`src/rtl/startup_seq_pkg.sv`:
```
// Shared types for the start-up sequencer.
// Assumes: five supervisory states, encoded in three bits.
package startup_seq_pkg;
    typedef enum logic [2:0] {
        ST_CHARGE         = 3'd0,
        ST_SOFTSTART      = 3'd1,
        ST_RUN            = 3'd2,
        ST_DISCHARGE_WAIT = 3'd3,
        ST_INHIBIT        = 3'd4
    } seq_state_t;
endpackage

```
`src/rtl/ss_step_timer.sv`:
```
// Step timer: produces one-cycle step pulses every DIV enabled cycles.
// Assumes: clr has priority over en; DIV >= 1.
module ss_step_timer #(
    parameter int DIV = 1062
) (
    input  logic clk,
    input  logic rst_n,
    input  logic clr,
    input  logic en,
    output logic step
);
    localparam int CW = (DIV > 1) ? $clog2(DIV) : 1;

    generate
        if (DIV == 1) begin : g_direct
            // Every enabled cycle is a step.
            assign step = en;
        end else begin : g_count
            localparam logic [CW-1:0] LAST = CW'(DIV - 1);
            logic [CW-1:0] cnt;

            // Count enabled cycles, wrapping at the step length.
            always_ff @(posedge clk) begin
                if (!rst_n || clr) begin
                    cnt <= '0;
                end else if (en) begin
                    cnt <= (cnt == LAST) ? '0 : cnt + 1'b1;
                end
            end

            assign step = en && (cnt == LAST);
        end
    endgenerate
endmodule

```
`src/rtl/ss_ramp.sv`:
```
// Soft-start ramp code: climbs by one per step and saturates at full scale.
// Assumes: clr held for as long as soft-start is not active.
module ss_ramp #(
    parameter int W = 4
) (
    input  logic         clk,
    input  logic         rst_n,
    input  logic         clr,
    input  logic         step,
    output logic [W-1:0] code,
    output logic         full
);
    assign full = (code == {W{1'b1}});

    // Advance the code on each step until full scale.
    always_ff @(posedge clk) begin
        if (!rst_n || clr) begin
            code <= '0;
        end else if (step && !full) begin
            code <= code + 1'b1;
        end
    end
endmodule

```
`src/rtl/seq_fsm.sv`:
```
// Supervisory state machine and slow-charge flag.
// Assumes: comparator flags are already synchronous to clk.
module seq_fsm
    import startup_seq_pkg::*;
(
    input  logic       clk,
    input  logic       rst_n,
    input  logic       line_ok,
    input  logic       sup_hi,
    input  logic       sup_lo,
    input  logic       sup_rearm,
    input  logic       fault_req,
    input  logic       step,
    input  logic       ramp_full,
    output seq_state_t state,
    output logic       slow
);
    seq_state_t nxt;
    logic       nxt_slow;

    // Next-state and slow-flag decision.
    always_comb begin
        nxt      = state;
        nxt_slow = slow;
        unique case (state)
            ST_CHARGE: begin
                if (!line_ok)    nxt = ST_INHIBIT;
                else if (sup_hi) nxt = ST_SOFTSTART;
            end
            ST_SOFTSTART: begin
                if (fault_req) begin
                    nxt      = ST_DISCHARGE_WAIT;
                    nxt_slow = 1'b1;
                end else if (sup_lo) begin
                    nxt = ST_DISCHARGE_WAIT;
                end else if (step && ramp_full) begin
                    nxt      = ST_RUN;
                    nxt_slow = 1'b0;
                end
            end
            ST_RUN: begin
                if (fault_req) begin
                    nxt      = ST_DISCHARGE_WAIT;
                    nxt_slow = 1'b1;
                end else if (sup_lo) begin
                    nxt = ST_DISCHARGE_WAIT;
                end
            end
            ST_DISCHARGE_WAIT: begin
                if (!line_ok)       nxt = ST_INHIBIT;
                else if (sup_rearm) nxt = ST_CHARGE;
            end
            ST_INHIBIT: begin
                nxt_slow = 1'b0;
                if (line_ok) nxt = ST_CHARGE;
            end
            default: nxt = ST_INHIBIT;
        endcase
    end

    // State register; reset chooses charging or inhibit from the line flag.
    always_ff @(posedge clk) begin
        if (!rst_n) begin
            state <= line_ok ? ST_CHARGE : ST_INHIBIT;
            slow  <= 1'b0;
        end else begin
            state <= nxt;
            slow  <= nxt_slow;
        end
    end
endmodule

```
`src/rtl/startup_seq.sv`:
```
// Top of the start-up and auto-restart sequencer.
// Assumes: STEP_CYCLES reference cycles per ramp step; the whole soft-start
// spans 2**CODE_W steps of brown-out-qualified time.
module startup_seq
    import startup_seq_pkg::*;
#(
    parameter int STEP_CYCLES = 1062,
    parameter int CODE_W      = 4
) (
    input  logic              clk,
    input  logic              rst_n,
    input  logic              line_ok,
    input  logic              sup_hi,
    input  logic              sup_lo,
    input  logic              sup_rearm,
    input  logic              brown_ok,
    input  logic              fault_req,
    output logic              chg_en,
    output logic              chg_slow,
    output logic              sw_en,
    output logic [CODE_W-1:0] ilim_code
);
    seq_state_t        state;
    logic              slow;
    logic              step;
    logic              ramp_full;
    logic              ramp_clr;
    logic              ramp_run;
    logic [CODE_W-1:0] ramp_code;

    assign ramp_clr = (state != ST_SOFTSTART);
    assign ramp_run = (state == ST_SOFTSTART) && brown_ok;

    ss_step_timer #(.DIV(STEP_CYCLES)) u_timer (
        .clk  (clk),
        .rst_n(rst_n),
        .clr  (ramp_clr),
        .en   (ramp_run),
        .step (step)
    );

    ss_ramp #(.W(CODE_W)) u_ramp (
        .clk  (clk),
        .rst_n(rst_n),
        .clr  (ramp_clr),
        .step (step),
        .code (ramp_code),
        .full (ramp_full)
    );

    seq_fsm u_fsm (
        .clk      (clk),
        .rst_n    (rst_n),
        .line_ok  (line_ok),
        .sup_hi   (sup_hi),
        .sup_lo   (sup_lo),
        .sup_rearm(sup_rearm),
        .fault_req(fault_req),
        .step     (step),
        .ramp_full(ramp_full),
        .state    (state),
        .slow     (slow)
    );

    // Output decode from state and live gating flags.
    always_comb begin
        chg_en    = (state == ST_CHARGE) && line_ok;
        chg_slow  = slow;
        sw_en     = ((state == ST_SOFTSTART) || (state == ST_RUN)) && brown_ok;
        ilim_code = (state == ST_RUN)       ? {CODE_W{1'b1}} :
                    (state == ST_SOFTSTART) ? ramp_code : '0;
    end
endmodule

```
`config.mk`:
```
export PLATFORM = sky130hd
export DESIGN_NAME = startup_seq
export DESIGN_NICKNAME = d
export VERILOG_FILES = /design/src/rtl/startup_seq_pkg.sv /design/src/rtl/ss_step_timer.sv /design/src/rtl/ss_ramp.sv /design/src/rtl/seq_fsm.sv /design/src/rtl/startup_seq.sv
export SDC_FILE = /design/constraint.sdc
export NUM_CORES = 1
export LEC_CHECK = 0
export BUFFER_PORTS_ARGS = -buffer_cell sky130_fd_sc_hd__buf_2
export CAP_MARGIN = 40
export CORE_MARGIN = 1
export CORE_UTILIZATION = 51
export CTS_CLUSTER_DIAMETER = 80
export DETAILED_ROUTE_END_ITERATION = 10
export PLACE_DENSITY = 0.68
export REMOVE_ABC_BUFFERS = 1
export SLEW_MARGIN = 40
export SYNTH_ARGS = -nofsm -noshare
export SYNTH_HDL_FRONTEND = slang
export SYNTH_HIERARCHICAL = 1
export SYNTH_SLANG_ARGS = --single-unit
```
`constraint.sdc`:
```
create_clock -name clk -period 7.6 [get_ports clk]
set_input_delay 0.76 -clock clk [delete_from_list [all_inputs] [get_ports clk]]
set_output_delay 0.76 -clock clk [all_outputs]
set_load 0.01 [all_outputs]
```
==> results.json <==
{
  "synth_seq_cells": 19,
  "wirelength_um": 2210,
  "syn_area_per_cell_um2": 8.53,
  "crit_path_cell_trace": "nand2b_2 > nor2_1 > and2_1 > nand4_1 > nor4_2 > and2_0 > o21ai_1 > a22o_1 > a31oi_1",
  "drtPass1Iterations": 4,
  "h-tree-depth": 1,
  "worst_slew_margin_rel_pct": 58.3,
  "die_y_um": 48.8,
  "synth-main-ff-cell": "dfxtp_1",
  "totalPowerFinal_w": 0.000269,
  "synth_area_leaders": "dfxtp_1 (29%), edfxtp_1 (8.1%), nor2_1 (6.0%)",
  "place_hpwl_um": 1640,
  "cts.sinks": 19,
  "finalCriticalPeriod_ns": 3.20,
  "swShare_pct": 35.8,
  "io_buffer_count": 14,
  "irDropWorstVdd_mv": 0.129,
  "finalClockSkew_ns": 0.00481,
  "yosysWarnings": 6,
  "antenna_cells": 0,
  "setup_tns_ns": 0,
  "grt_pass1_wl_um": 3670,
  "core_um2": 2000,
  "die_width_um": 48.8,
  "cap_violations": 0,
  "p_leak_nw": 0.417,
  "nNetsFinal": 160,
  "synth_cell_types": 43,
  "crit_type": "reg -> reg",
  "fin_crit_sh_pct": 42.1,
  "intPower_w": 0.000173,
  "ctsHoldBuffers": 0,
  "first_global_vias": 838,
  "grt_max_degree": 15,
  "antenna_found_initial": 0,
  "worst_path_largest_cell_delay_ns": 0.58,
  "startpoint_type": "flip-flop",
  "synthCells": 131,
  "worst_ep_required_time_ns": 7.58,
  "finalSetupViolations": 0,
  "switching_power_w": 0.0000964,
  "holdCritPathClass": "reg -> reg",
  "synth_top_cell_area_share_pct": 28.7,
  "max_clock_freq_mhz": 313,
  "final_layout_size_suffix_gt1_share_pct": 17.6,
  "p_clk_share_pct": 18.5,
  "pin_count": 15,
  "clkTransAtPathRegs_ns": 0.10,
  "globalRoute.totalOverflow": 0,
  "area_delta_synth_final_pct": 12.2,
  "status": "finished clean",
  "initial_core_util_pct": 55.8,
  "clkLatencyLatePin_ns": 0.30,
  "crit_arrival_ns": 3.18,
  "power_density_nw_per_um2": 215,
  "final_hold_viol_count": 0,
  "p_seq_share_pct": 50.1,
  "synth_top_area_cell": "dfxtp_1",
  "slew_violations": 0,
  "vias_per_cell": 5.65,
  "synth_seq_area_share_pct": 36.7,
  "tightest_slew_ns": 0.623,
  "rsz0062_at_grt": "false",
  "critPathCaptureType": "flip-flop",
  "ant_nets": 0,
  "die-area_um2": 2380,
  "dp.cells": 171,
  "synth-edff-count": 3,
  "final_cells": 175,
  "post-cts-setup-buffers": 0,
  "drc": 0,
  "crit_fanout": 14,
  "clock_path_buffers": 2,
  "ctsResizeCount": 0,
  "cts_root_buf": "clkbuf_4",
  "place.gp.congestion": 0.890,
  "cts_tree": "built",
  "combPwrFrac_pct": 31.4,
  "rows": 16,
  "synth_area_um2": 1120,
  "vias": 989,
  "routedWlPerCell_um": 12.6,
  "drt_iter0_markers": 42,
  "track_usage_pct": 19.9,
  "critical-path-slowest-cell": "edfxtp_1",
  "cts_made_buffers": 3,
  "synthArstFlopShare_pct": 0
}
-- kinds of logic after synthesis --
kind of cell	Yosys count	share of synthesized area, %
and+or+nand+nor	66	33.5
DFF	19	36.7
adders and majority gates	3	3.36
AOI/OAI and AO/OA	25	15.2
buffers and inverters	8	3.36
xor gates and xnor gates	10	7.84
-- synthesized netlist by cell type (2+ instances only) --
library cell,n
a21boi_1,2
nand3b_1,4
o21ai_1,2
xnor2_1,7
nand2b_1,3
nor2b_1,2
o21ai_0,3
nand2_1,9
dfxtp_1,16
inv_1,6
nor2_1,18
nand3_1,5
nor3_1,5
edfxtp_1,3
nor4_1,2
xor2_1,3
o211ai_1,2
a21oi_1,7
a22o_1,2
nand4b_1,2
nand4_1,4
ha_1,3
-- critical path: cells and delay by family, from the launching register on --
family	cells	cell delay, ns
and+or+nand+nor	6	1.72
AOI/OAI and AO/OA	3	0.58
DFF	1	0.58
-- per-layer routing --
metal  up-vias  GRT usage [%]  part of all wire [%]
li1        505              -                     -
met1       454           29.3                    51
met2        28           27.3                    43
met3         2           5.92                   5.3
met4         0           6.86                  0.68
met5         -              0                     0
-- per-stage QoR --
step,worst slack [ns],hold slack [ns],utilization (%),area (um^2)
6_report,4.40,0.510,62.6,1250
5_1_grt,4.16,0.564,62.6,1250
4_1_cts,4.14,0.516,62.3,1250
3_5_place_dp,4.09,0.491,61.0,1220
3_3_place_gp,4.29,0.480,60.4,1210
2_1_floorplan,4.62,0.478,-,1110
-- final timing paths --
kind                       start             end  slack (ns)  cells past startpoint
setup / recovery  u_fsm/state[1]  u_fsm/state[2]        4.40                      9
setup reg to reg  u_fsm/state[1]  u_fsm/state[2]        4.40                      9
hold / removal        u_fsm/slow      u_fsm/slow        0.51                      1
hold reg to reg       u_fsm/slow      u_fsm/slow        0.51                      1
-- power groups by stage --
stage	Combinational (W)	Sequential, W	Clock (W)
6_report	0.0000846	0.000135	0.0000499
5_1_grt	0.0000925	0.000138	0.0000571
4_1_cts	0.0000838	0.000134	0.0000522
3_5_place_dp	0.0000832	0.000136	0
3_3_place_gp	0.0000817	0.000136	0
2_1_floorplan	0.0000608	0.000131	0
-- registers in the layout (all words and copies together) (netlist names) --
signal	cells
u_timer/g_count.cnt	11
u_ramp/code	4
u_fsm/state	3
u_fsm/slow	1
-- cell usage in the layout, fill, tap and decap left out, types with 3 or more instances in the layout --
cell type / instances
o21ai_0: 3
nand3b_1: 4
nand2_1: 9
edfxtp_1: 3
dfxtp_1: 16
a21oi_1: 7
nor2_1: 18
buf_2: 14
nand2b_1: 3
nand3_1: 5
ha_1: 3
clkbuf_4: 3
nand4_1: 4
inv_1: 6
xor2_1: 3
nor3_1: 5
xnor2_1: 7
-- layout make-up --
cell class | instances | area, um^2
fill | 187 | 748
sequential | 19 | 410
timing repair buffer | 14 | 70.1
tap | 27 | 33.8
clock buffer | 4 | 26.3
multi-input combinational | 104 | 687
inverter | 7 | 26.3
Note: power is estimated with default switching activity, not from simulation.
